File: src/rtl/hptw_pkg.sv
package hptw_pkg;

  typedef enum logic [1:0] {
    ST_IDLE  = 2'd0,
    ST_SCAN  = 2'd1,
    ST_FETCH = 2'd2,
    ST_RESP  = 2'd3
  } walkState_t;

  // strobes from control to datapath
  typedef struct packed {
    logic capture;    // latch request, clear group select and index
    logic idxInc;     // advance to next entry in group
    logic goSec;      // switch to secondary group, restart index
    logic wordSel;    // 0: key word, 1: page word
    logic rpnLoad;    // capture page word
    logic faultLoad;  // mark response as fault
  } walkStrobe_t;

endpackage

File: src/rtl/hptw_dp.sv
module hptw_dp
  import hptw_pkg::*;
#(
  parameter int VSID_W      = 24,
  parameter int MASK_W      = 9,
  parameter int GRP_ENTRIES = 8,
  parameter int SEG_CNT     = 16
) (
  input  logic        clk,
  input  logic        rstN,
  input  walkStrobe_t strobe,
  input  logic [31:0] reqAddr,
  input  logic        reqStore,
  input  logic [31:0] tableCfg,
  input  logic        segWrEn,
  input  logic [$clog2(SEG_CNT)-1:0] segWrIdx,
  input  logic [31:0] segWrData,
  input  logic [31:0] memRdData,
  output logic [31:0] memRdAddr,
  output logic        keyMatch,
  output logic        idxLast,
  output logic        secActive,
  output logic        cfgZeroIn,
  output logic        rspFault,
  output logic [1:0]  rspStatus,
  output logic [31:0] rspPhysAddr,
  output logic [31:0] rspFaultAddr
);

  localparam int SEG_IDX_W  = $clog2(SEG_CNT);
  localparam int PAGE_SHIFT = 12;
  localparam int PIDX_W     = 28 - PAGE_SHIFT;
  localparam int HASH_W     = 23;
  localparam int LOW_W      = 10;
  localparam int HI_W       = HASH_W - LOW_W;
  localparam int PTE_BYTES  = 8;
  localparam int ENT_SHIFT  = $clog2(PTE_BYTES);
  localparam int GRP_SHIFT  = $clog2(GRP_ENTRIES * PTE_BYTES);
  localparam int TBL_SHIFT  = LOW_W + GRP_SHIFT;
  localparam int IDX_W      = $clog2(GRP_ENTRIES);
  localparam int API_W      = 6;

  // segment register file
  logic [VSID_W-1:0] segQ [SEG_CNT];
  logic [SEG_CNT-1:0] segHit;

  for (genvar g = 0; g < SEG_CNT; g++) begin : gSegDec
    assign segHit[g] = segWrEn && (segWrIdx == SEG_IDX_W'(g));
  end

  always_ff @(posedge clk or negedge rstN) begin
    if (!rstN) begin
      for (int i = 0; i < SEG_CNT; i++) segQ[i] <= '0;
    end else begin
      for (int i = 0; i < SEG_CNT; i++)
        if (segHit[i]) segQ[i] <= segWrData[VSID_W-1:0];
    end
  end

  // request context
  logic [31:0]       addrQ;
  logic              storeQ;
  logic [VSID_W-1:0] vsidQ;
  logic [31:0]       cfgQ;
  logic              secQ;
  logic [IDX_W-1:0]  idxQ;
  logic [31:0]       rpnWordQ;
  logic              faultQ;

  always_ff @(posedge clk or negedge rstN) begin
    if (!rstN) begin
      addrQ    <= '0;
      storeQ   <= 1'b0;
      vsidQ    <= '0;
      cfgQ     <= '0;
      secQ     <= 1'b0;
      idxQ     <= '0;
      rpnWordQ <= '0;
      faultQ   <= 1'b0;
    end else begin
      if (strobe.capture) begin
        addrQ  <= reqAddr;
        storeQ <= reqStore;
        vsidQ  <= segQ[reqAddr[31:32-SEG_IDX_W]];
        cfgQ   <= tableCfg;
        secQ   <= 1'b0;
        idxQ   <= '0;
        faultQ <= strobe.faultLoad;
      end else begin
        if (strobe.faultLoad) faultQ <= 1'b1;
        if (strobe.goSec) begin
          secQ <= 1'b1;
          idxQ <= '0;
        end else if (strobe.idxInc) begin
          idxQ <= idxQ + 1'b1;
        end
        if (strobe.rpnLoad) rpnWordQ <= memRdData;
      end
    end
  end

  // hash and group address
  logic [PIDX_W-1:0] pageIdx;
  logic [VSID_W-1:0] mixed;
  logic [HASH_W-1:0] hashPri;
  logic [HASH_W-1:0] hashCur;
  logic [HI_W-1:0]   hiSel;
  logic [31:0]       grpOffset;
  logic [31:0]       grpBase;
  logic [31:0]       entryOff;
  logic [31:0]       expKey;

  always_comb begin
    pageIdx   = addrQ[27:PAGE_SHIFT];
    mixed     = VSID_W'(pageIdx) ^ vsidQ;
    hashPri   = mixed[HASH_W-1:0];
    hashCur   = secQ ? ~hashPri : hashPri;
    hiSel     = hashCur[HASH_W-1:LOW_W] & HI_W'(cfgQ[MASK_W-1:0]);
    grpOffset = (32'(hiSel) << TBL_SHIFT) | (32'(hashCur[LOW_W-1:0]) << GRP_SHIFT);
    grpBase   = {cfgQ[31:TBL_SHIFT], TBL_SHIFT'(0)} + grpOffset;
    entryOff  = (32'(idxQ) << ENT_SHIFT) + (strobe.wordSel ? 32'd4 : 32'd0);
    memRdAddr = grpBase + entryOff;
    expKey    = {1'b1, vsidQ, secQ, addrQ[27:28-API_W]};
  end

  assign keyMatch  = (memRdData == expKey);
  assign idxLast   = (idxQ == IDX_W'(GRP_ENTRIES - 1));
  assign secActive = secQ;
  assign cfgZeroIn = (tableCfg == '0);

  assign rspFault     = faultQ;
  assign rspStatus    = faultQ ? {storeQ, 1'b1} : 2'b00;
  assign rspPhysAddr  = {rpnWordQ[31:PAGE_SHIFT], addrQ[PAGE_SHIFT-1:0]};
  assign rspFaultAddr = addrQ;

endmodule

File: src/rtl/hptw_ctrl.sv
module hptw_ctrl
  import hptw_pkg::*;
(
  input  logic        clk,
  input  logic        rstN,
  input  logic        reqValid,
  input  logic        memRdValid,
  input  logic        keyMatch,
  input  logic        idxLast,
  input  logic        secActive,
  input  logic        cfgZeroIn,
  output walkStrobe_t strobe,
  output logic        reqReady,
  output logic        memRdReq,
  output logic        rspValid
);

  walkState_t stateQ, stateD;

  always_ff @(posedge clk or negedge rstN) begin
    if (!rstN) stateQ <= ST_IDLE;
    else       stateQ <= stateD;
  end

  always_comb begin
    stateD   = stateQ;
    strobe   = '0;
    reqReady = 1'b0;
    memRdReq = 1'b0;
    rspValid = 1'b0;
    unique case (stateQ)
      ST_IDLE: begin
        reqReady = 1'b1;
        if (reqValid) begin
          strobe.capture = 1'b1;
          if (cfgZeroIn) begin
            strobe.faultLoad = 1'b1;
            stateD = ST_RESP;
          end else begin
            stateD = ST_SCAN;
          end
        end
      end
      ST_SCAN: begin
        memRdReq = 1'b1;
        if (memRdValid) begin
          if (keyMatch) begin
            stateD = ST_FETCH;
          end else if (idxLast) begin
            if (secActive) begin
              strobe.faultLoad = 1'b1;
              stateD = ST_RESP;
            end else begin
              strobe.goSec = 1'b1;
            end
          end else begin
            strobe.idxInc = 1'b1;
          end
        end
      end
      ST_FETCH: begin
        memRdReq       = 1'b1;
        strobe.wordSel = 1'b1;
        if (memRdValid) begin
          strobe.rpnLoad = 1'b1;
          stateD = ST_RESP;
        end
      end
      ST_RESP: begin
        rspValid = 1'b1;
        stateD   = ST_IDLE;
      end
      default: stateD = ST_IDLE;
    endcase
  end

endmodule

File: src/rtl/hpt_walker.sv
module hpt_walker
  import hptw_pkg::*;
#(
  parameter int VSID_W      = 24,
  parameter int MASK_W      = 9,
  parameter int GRP_ENTRIES = 8,
  parameter int SEG_CNT     = 16
) (
  input  logic        clk,
  input  logic        rstN,
  input  logic        reqValid,
  input  logic [31:0] reqAddr,
  input  logic        reqStore,
  output logic        reqReady,
  input  logic [31:0] tableCfg,
  input  logic        segWrEn,
  input  logic [3:0]  segWrIdx,
  input  logic [31:0] segWrData,
  output logic        memRdReq,
  output logic [31:0] memRdAddr,
  input  logic        memRdValid,
  input  logic [31:0] memRdData,
  output logic        rspValid,
  output logic        rspFault,
  output logic [1:0]  rspStatus,
  output logic [31:0] rspPhysAddr,
  output logic [31:0] rspFaultAddr
);

  walkStrobe_t strobe;
  logic keyMatch, idxLast, secActive, cfgZeroIn;

  hptw_ctrl i_ctrl (
    .clk        (clk),
    .rstN       (rstN),
    .reqValid   (reqValid),
    .memRdValid (memRdValid),
    .keyMatch   (keyMatch),
    .idxLast    (idxLast),
    .secActive  (secActive),
    .cfgZeroIn  (cfgZeroIn),
    .strobe     (strobe),
    .reqReady   (reqReady),
    .memRdReq   (memRdReq),
    .rspValid   (rspValid)
  );

  hptw_dp #(
    .VSID_W      (VSID_W),
    .MASK_W      (MASK_W),
    .GRP_ENTRIES (GRP_ENTRIES),
    .SEG_CNT     (SEG_CNT)
  ) i_dp (
    .clk          (clk),
    .rstN         (rstN),
    .strobe       (strobe),
    .reqAddr      (reqAddr),
    .reqStore     (reqStore),
    .tableCfg     (tableCfg),
    .segWrEn      (segWrEn),
    .segWrIdx     (segWrIdx),
    .segWrData    (segWrData),
    .memRdData    (memRdData),
    .memRdAddr    (memRdAddr),
    .keyMatch     (keyMatch),
    .idxLast      (idxLast),
    .secActive    (secActive),
    .cfgZeroIn    (cfgZeroIn),
    .rspFault     (rspFault),
    .rspStatus    (rspStatus),
    .rspPhysAddr  (rspPhysAddr),
    .rspFaultAddr (rspFaultAddr)
  );

endmodule

File: config.mk
export PLATFORM = sky130hd
export DESIGN_NAME = hpt_walker
export DESIGN_NICKNAME = d
export VERILOG_FILES = /design/src/rtl/hptw_pkg.sv /design/src/rtl/hptw_dp.sv /design/src/rtl/hptw_ctrl.sv /design/src/rtl/hpt_walker.sv
export SDC_FILE = /design/constraint.sdc
export NUM_CORES = 1
export LEC_CHECK = 0
export BUFFER_PORTS_ARGS = -buffer_cell sky130_fd_sc_hd__clkbuf_2
export CAP_MARGIN = 20
export CORE_MARGIN = 2
export CORE_UTILIZATION = 40
export DETAILED_ROUTE_END_ITERATION = 8
export PLACE_DENSITY = 0.66
export SETUP_SLACK_MARGIN = 0.05
export SLEW_MARGIN = 20
export SYNTH_ARGS = -nofsm -noshare
export SYNTH_HDL_FRONTEND = slang
export SYNTH_SLANG_ARGS = --single-unit
File: constraint.sdc
create_clock -name clk -period 3.3 [get_ports clk]
set_input_delay 0.33 -clock clk [delete_from_list [all_inputs] [get_ports clk]]
set_output_delay 0.33 -clock clk [all_outputs]
set_load 0.05 [all_outputs]
-- Word level (Yosys, flattened, before mapping)
Cells that the tools add are included.
- add/subtract/negate cells: 4
- order comparisons: 1
- equal/unequal tests: 25
- mux-type cells: 41
- bitwise gates (word level): 6
- reductions and logical operators: 25
- operator list (operator ; number):
    $bmux W24 S4 ; 1
    $add A32 B32 Y32 ; 2
    $mux W24 ; 2
    $add A6 B32 Y32 ; 1
    $eq A32 B32 Y1 ; 1
    $eq A4 B4 Y1 const B ; 8
    $logic_not A32 Y1 ; 1
    $or A29 B16 Y29 ; 1
    $mux W2 ; 12
    $mux W23 ; 1
    $not A23 Y23 ; 1
    $xor A16 B23 Y23 ; 1
    $mux W1 ; 19
    $eq A4 B3 Y1 const B ; 4
    $logic_and A1 B1 Y1 ; 16
    $and A13 B9 Y13 ; 1
    $mux W3 ; 4
    $eq A4 B2 Y1 const B ; 2
    $pmux W2 S4 ; 1
    $ne A2 B2 Y1 const B ; 3
    $ne A3 B1 Y1 const B ; 2
    $ge A5 B5 Y1 const B ; 1
    $not A4 Y5 ; 1
    $reduce_and A5 Y1 ; 1
    other kinds (13) ; 15
- register bits: 512
- input bits: 138
- output and inout bits: 102

-- Depth between registers and ports, before layout
- depth in word-level cells: 8
- depth in mapped cells: 13

-- Hierarchy
A second synthesis with hierarchy kept.
- cell total of the unflattened synthesis: 1640
- area total of the unflattened synthesis: 23114.7 sq um
- modules (own cells, without submodules) (module ; times used ; cells each ; area each (sq um)):
    hptw_dp ; 1 ; 1608 ; 22841.9
    hptw_ctrl ; 1 ; 32 ; 272.8

-- Worst setup path before layout
Ideal clock, no wire load.
- path type: register to output
- from: register i_dp.secQ (netlist: i_dp.secActive)
- to: output memRdAddr[26]
- arrival time: 3.326 ns
- required time: 2.970 ns
- setup slack: -0.356 ns
- cell stages (with the launch flop): 14
- buffers on the path: 2
- cell sequence: dfrtp_1 > clkbuf_1 > buf_1 > xnor2_1 > and2_1 > ha_1 > inv_1 > fa_1 > nor2b_1 > o31a_1 > o211ai_1 > a21oi_1 > o21ai_0 > xnor2_1
- cells in the longest elaborated chain, start to end: 5
- RTL lines (what ; line ; RTL):
    from (decl) ; hptw_dp.sv:65 ; logic secQ;
    from (signal assigned) ; hptw_dp.sv:76 ; secQ <= 1'b0;
    from (signal assigned) ; hptw_dp.sv:86 ; secQ <= 1'b0;
    from (signal assigned) ; hptw_dp.sv:92 ; secQ <= 1'b1;
    $mux W23 (*) ; hptw_dp.sv:117 ; hashCur = secQ ? ~hashPri : hashPri;
    $and A13 B9 Y13 ; hptw_dp.sv:118 ; hiSel = hashCur[HASH_W-1:LOW_W] & HI_W'(cfgQ[MASK_W-1:0]);
    $or A29 B16 Y29 (*) ; hptw_dp.sv:119 ; grpOffset = (32'(hiSel) << TBL_SHIFT) | (32'(hashCur[LOW_W-1:0]) << GRP_SHIFT);
    $add A32 B32 Y32 (*) ; hptw_dp.sv:120 ; grpBase = {cfgQ[31:TBL_SHIFT], TBL_SHIFT'(0)} + grpOffset;
    $add A32 B32 Y32 (*) ; hptw_dp.sv:122 ; memRdAddr = grpBase + entryOff;
    to (decl) ; hpt_walker.sv:20 ; output logic [31:0] memRdAddr,
Every way passes the cells marked *; elsewhere a longest branch is shown, timed or not.

-- Final worst setup path
- from: register i_dp.addrQ[22] (netlist: i_dp.rspFaultAddr[22])
- to: output memRdAddr[26]
- cells in the longest elaborated chain, start to end: 7
- RTL lines (what ; line ; RTL):
    from (decl) ; hptw_dp.sv:61 ; logic [31:0] addrQ;
    from (signal assigned) ; hptw_dp.sv:82 ; addrQ <= reqAddr;
    $xor A16 B23 Y23 (*) ; hptw_dp.sv:115 ; mixed = VSID_W'(pageIdx) ^ vsidQ;
    $not A23 Y23 ; hptw_dp.sv:117 ;
    $mux W23 (*) ; hptw_dp.sv:117 ;
    $and A13 B9 Y13 (*) ; hptw_dp.sv:118 ;
    $or A29 B16 Y29 (*) ; hptw_dp.sv:119 ;
    $add A32 B32 Y32 (*) ; hptw_dp.sv:120 ;
    $add A32 B32 Y32 (*) ; hptw_dp.sv:122 ;
Marked as above.

==> metrics.md <==
| Metric | Value |
|---|---|
| Dpl ws | `72.5 ps` |
| Fin util | `49.4%` |
| Core ar. | `56300 sq um` |
| Routed Antenna Nets | `0` |
| Clk root buf | `clkbuf_16` |
| Reg2Reg Launch Point | `i_dp.secActive$_DFFE_PN0P_` |
| Reg2reg path depth | `8` |
| Worst path cell trace | `xnor2_2 > xnor2_1 > and2_1 > ha_2 > inv_2 > fa_2 > nor2b_2 > o31a_1 > o211ai_1 > a21oi_2 > o21ai_2 > xnor2_2 > buf_12` |
| Crit path top cell by count | `xnor2_2` |
| Clock Sinks | `493` |
| Initial antenna violation count | `3` |
| Post-DR vias/cell | `5.32` |
| Period utilization | `108%` |
| Num CTS Buffers | `52` |
| Reported max-cap violation count | `0` |
| Commonest non-fill, non-tap cell in the layout | `dfrtp_1` |
| Warnings from Yosys | `0` |
| Nets | `1910` |
| Final WL | `57.5 mm` |
| FF-to-FF End | `i_ctrl.stateQ[1]$_DFFE_PN0P_` |
| Vias | `13598` |
| R2R Setup Slk | `900 ps` |
| Post-synth EDFFs | `0` |
| Failing checks | `setup timing` |
| Placed insts | `2384` |
| Die X-Extent | `242 um` |
| Crit start category | `flip-flop` |
| Static leakage power | `12.1 nW` |
| Psw | `9.14 mW` |
| Int Power | `15.8 mW` |
| Unique masters post-synth | `46` |
| Core Rows | `87` |
| Port buffer count | `229` |
| CTS tree | `done` |
| Clock latency at the later pin of the worst-skew pair | `600 ps` |
| Hold Path Sink | `i_dp.rpnWordQ[24]$_DFFE_PN0P_` |
| Post-DP Area | `25000 sq um` |
| Pin count of the biggest net entering global routing | `87` |
| Yosys reg bits | `493` |
| Slowest cell on the critical path | `dfrtp_2` |
| TritonRoute pass-1 iters | `4` |
| Tmin final | `3550 ps` |
| Share of cells above drive strength 1 | `56.4%` |
| Remaining global-route overflow | `0` |
| Worst-path fanout max | `3` |
| Fin cells | `2554` |
| Final setup fails | `10` |
| Status | `finished with violations` |
| Ports | `240` |
| Register area | `12300 sq um` |
| Worst slew pin tran | `886 ps` |
| First-pass GRT wire length | `90.2 mm` |
| Final hold viol count | `0` |
| WP buf/inv | `2` |
| Power per cell area | `897 nW/um^2` |
| Switch share | `36.6%` |
| Number of global-route vias before repair | `14609` |
| VDD IR max | `1.07 mV` |
| Post-route setup slack | `-253 ps` |
| Worst slew margin | `40.9%` |
| Drt wl/cell | `22.5 um` |
| Register area share after synthesis | `54.3%` |
| GRT Resource Usage Total | `19.9%` |
| CP required | `2970 ps` |
| Ant diodes | `0` |
| Most frequent cells in the layout | `dfrtp_1, mux2_2, clkbuf_2` |
| Die Y | `242 um` |
| DRC Markers | `0` |
| CTS clk-pin slew, worst paths | `60 ps` |
| Ys async rst share | `100%` |
| CP arrival | `3220 ps` |
| 1st-iter DRT viols | `811` |
| Die footprint | `58800 sq um` |
| Final Max Tran Viols | `0` |
| Cell family with most CP delay | `compound AO/OA/AOI/OAI gates` |
| Critical path launch point | `i_dp.rspFaultAddr[22]$_DFFE_PN0P_` |
| Sequential share of power | `35.7%` |
| CP max stage delay | `420 ps` |
| P&R area growth vs syn | `22.2%` |
| Initial Util | `40.4%` |
| Fill cell count | `4720` |
| Logic pwr share | `39.4%` |
| Fin area | `27800 sq um` |
| CTS max path bufs | `3` |
| Cell area after synthesis | `22700 sq um` |
| Fmax | `281 MHz` |
| Synth Flop Type | `dfrtp_1` |
| RSZ-0062 raised after global routing | `true` |
| Crit path kind | `flip-flop to output port` |
| Worst Hold Class | `input pin to flip-flop` |
| Avg Cell Area, Syn | `15.4 sq um` |
| HPWL Detailed | `35.9 mm` |
| WHS | `23.9 ps` |
| Hold Startpoint | `memRdData[24]` |
| Worst Setup End Kind | `output port` |
| Multi-input logic area | `10100 sq um` |
| Clock Skews | `17.8 ps` |
| Htree depth | `2` |
| Gate Count Post-Synth | `1475` |
| WHS Path Cells | `2` |
| Clock Power Share | `24.9%` |
| Final GP Congestion | `0.874` |
[per-stage QoR]
stage               TNS, ps  power [mW]
floorplan                 0        15.7
global placement          0        17.9
detailed placement        0        18.2
CTS                   -2320        25.0
global route          -2930        26.1
finish                -1670        24.9
[synth_stat cells (2+ instances only)]
library cell  instances  area, sq um
buf_4                16          120
and2_1               10         62.6
buf_6                 8         90.1
or3_1                 4         25.0
a31oi_1               3         18.8
nand3_1               3         15.0
buf_2                10         50.1
nor4_1               10         62.6
mux2_2              477         5370
xor2_1                9         78.8
a21oi_1              13         65.1
and3_1                4         25.0
mux4_2              112         2520
a22o_1                2         17.5
nor2b_1               2         12.5
nand2b_1              6         37.5
nand3b_1              2         15.0
ha_1                 15          188
dfrtp_1             493        12300
o21ai_0              16         80.1
nor3_1                2         10.0
clkbuf_1             78          293
o211ai_1              2         15.0
xnor2_1              70          613
nand4_1              10         62.6
nor2_1               29          109
a32o_1                2         20.0
mux2i_1              16          160
inv_1                10         37.5
nand2_1              17         63.8
buf_1                 9         33.8
[area by class of cell]
class / count / area share [%]
Sequential cell: 493 / 44.4
Multi-Input combinational cell: 852 / 36.2
Clock buffer: 79 / 5.73
Timing Repair Buffer: 347 / 9.20
Inverter: 10 / 0.135
Tap cell: 756 / 3.40
Clock inverter: 17 / 0.900
[flip-flops by register name, indices dropped and copies added, names as in the netlist]
register,count
i_dp.segQ,384
i_dp.rspFaultAddr,32
i_dp.cfgQ,25
i_dp.vsidQ,24
i_dp.rpnWordQ,20
i_dp.idxQ,3
i_ctrl.stateQ,2
i_dp.rspFault,1
i_dp.secActive,1
i_dp.storeQ,1
[power groups by stage]
stage / Combinational [mW] / Clock [mW] / Sequential (mW)
6_report: 9.83 / 6.21 / 8.90
5_1_grt: 10.4 / 6.61 / 9.12
4_1_cts: 9.74 / 6.35 / 8.89
3_5_place_dp: 9.18 / 0 / 8.98
3_3_place_gp: 9.05 / 0 / 8.85
2_1_floorplan: 5.82 / 0 / 9.84
[how the worst max path moves through the flow]
stage / end / slack (ps) / depth (start not counted)
2_1_floorplan: memRdAddr[28] / 60 / 13
3_3_place_gp: memRdAddr[29] / 70 / 11
3_5_place_dp: memRdAddr[29] / 70 / 11
4_1_cts: memRdAddr[26] / -330 / 13
5_1_grt: memRdAddr[28] / -390 / 13
6_report: memRdAddr[26] / -250 / 13
[repair_timing]
item,in CTS,in global routing
hold buffers,59,0
gates cloned,0,0
buffers inserted,11,7
pin swaps,21,12
resized for setup,47,9
endpoints found under the setup margin,11,11
hold endpoints to repair,108,0
[cell families (layout without fill, tap and decap cells)]
kind of cell               Yosys count  after routing  synth area share [%]
DFF                                493            493                  54.3
buffers and inverters              131            453                  2.75
and+or+nand+nor                    102            102                  2.30
adders and majority gates           16             16                 0.913
muxes                              605            605                  35.4
AOI/OAI and AO/OA                   48             48                  1.32
xor gates and xnor gates            79             79                  3.04
other                                1              2                0.0165
[routing by layer]
layer / wire [um] / vias to the layer above / share of wire, % / global-route usage [%]
met2: 27600 / 316 / 48 / 32.5
met4: 1260 / 4 / 2.2 / 5.19
met1: 25800 / 7234 / 45 / 27.5
li1: - / 5956 / - / -
met3: 2840 / 88 / 4.9 / 3.70
met5: 24 / - / 0.042 / 0
(Power assumes the default switching activity.)
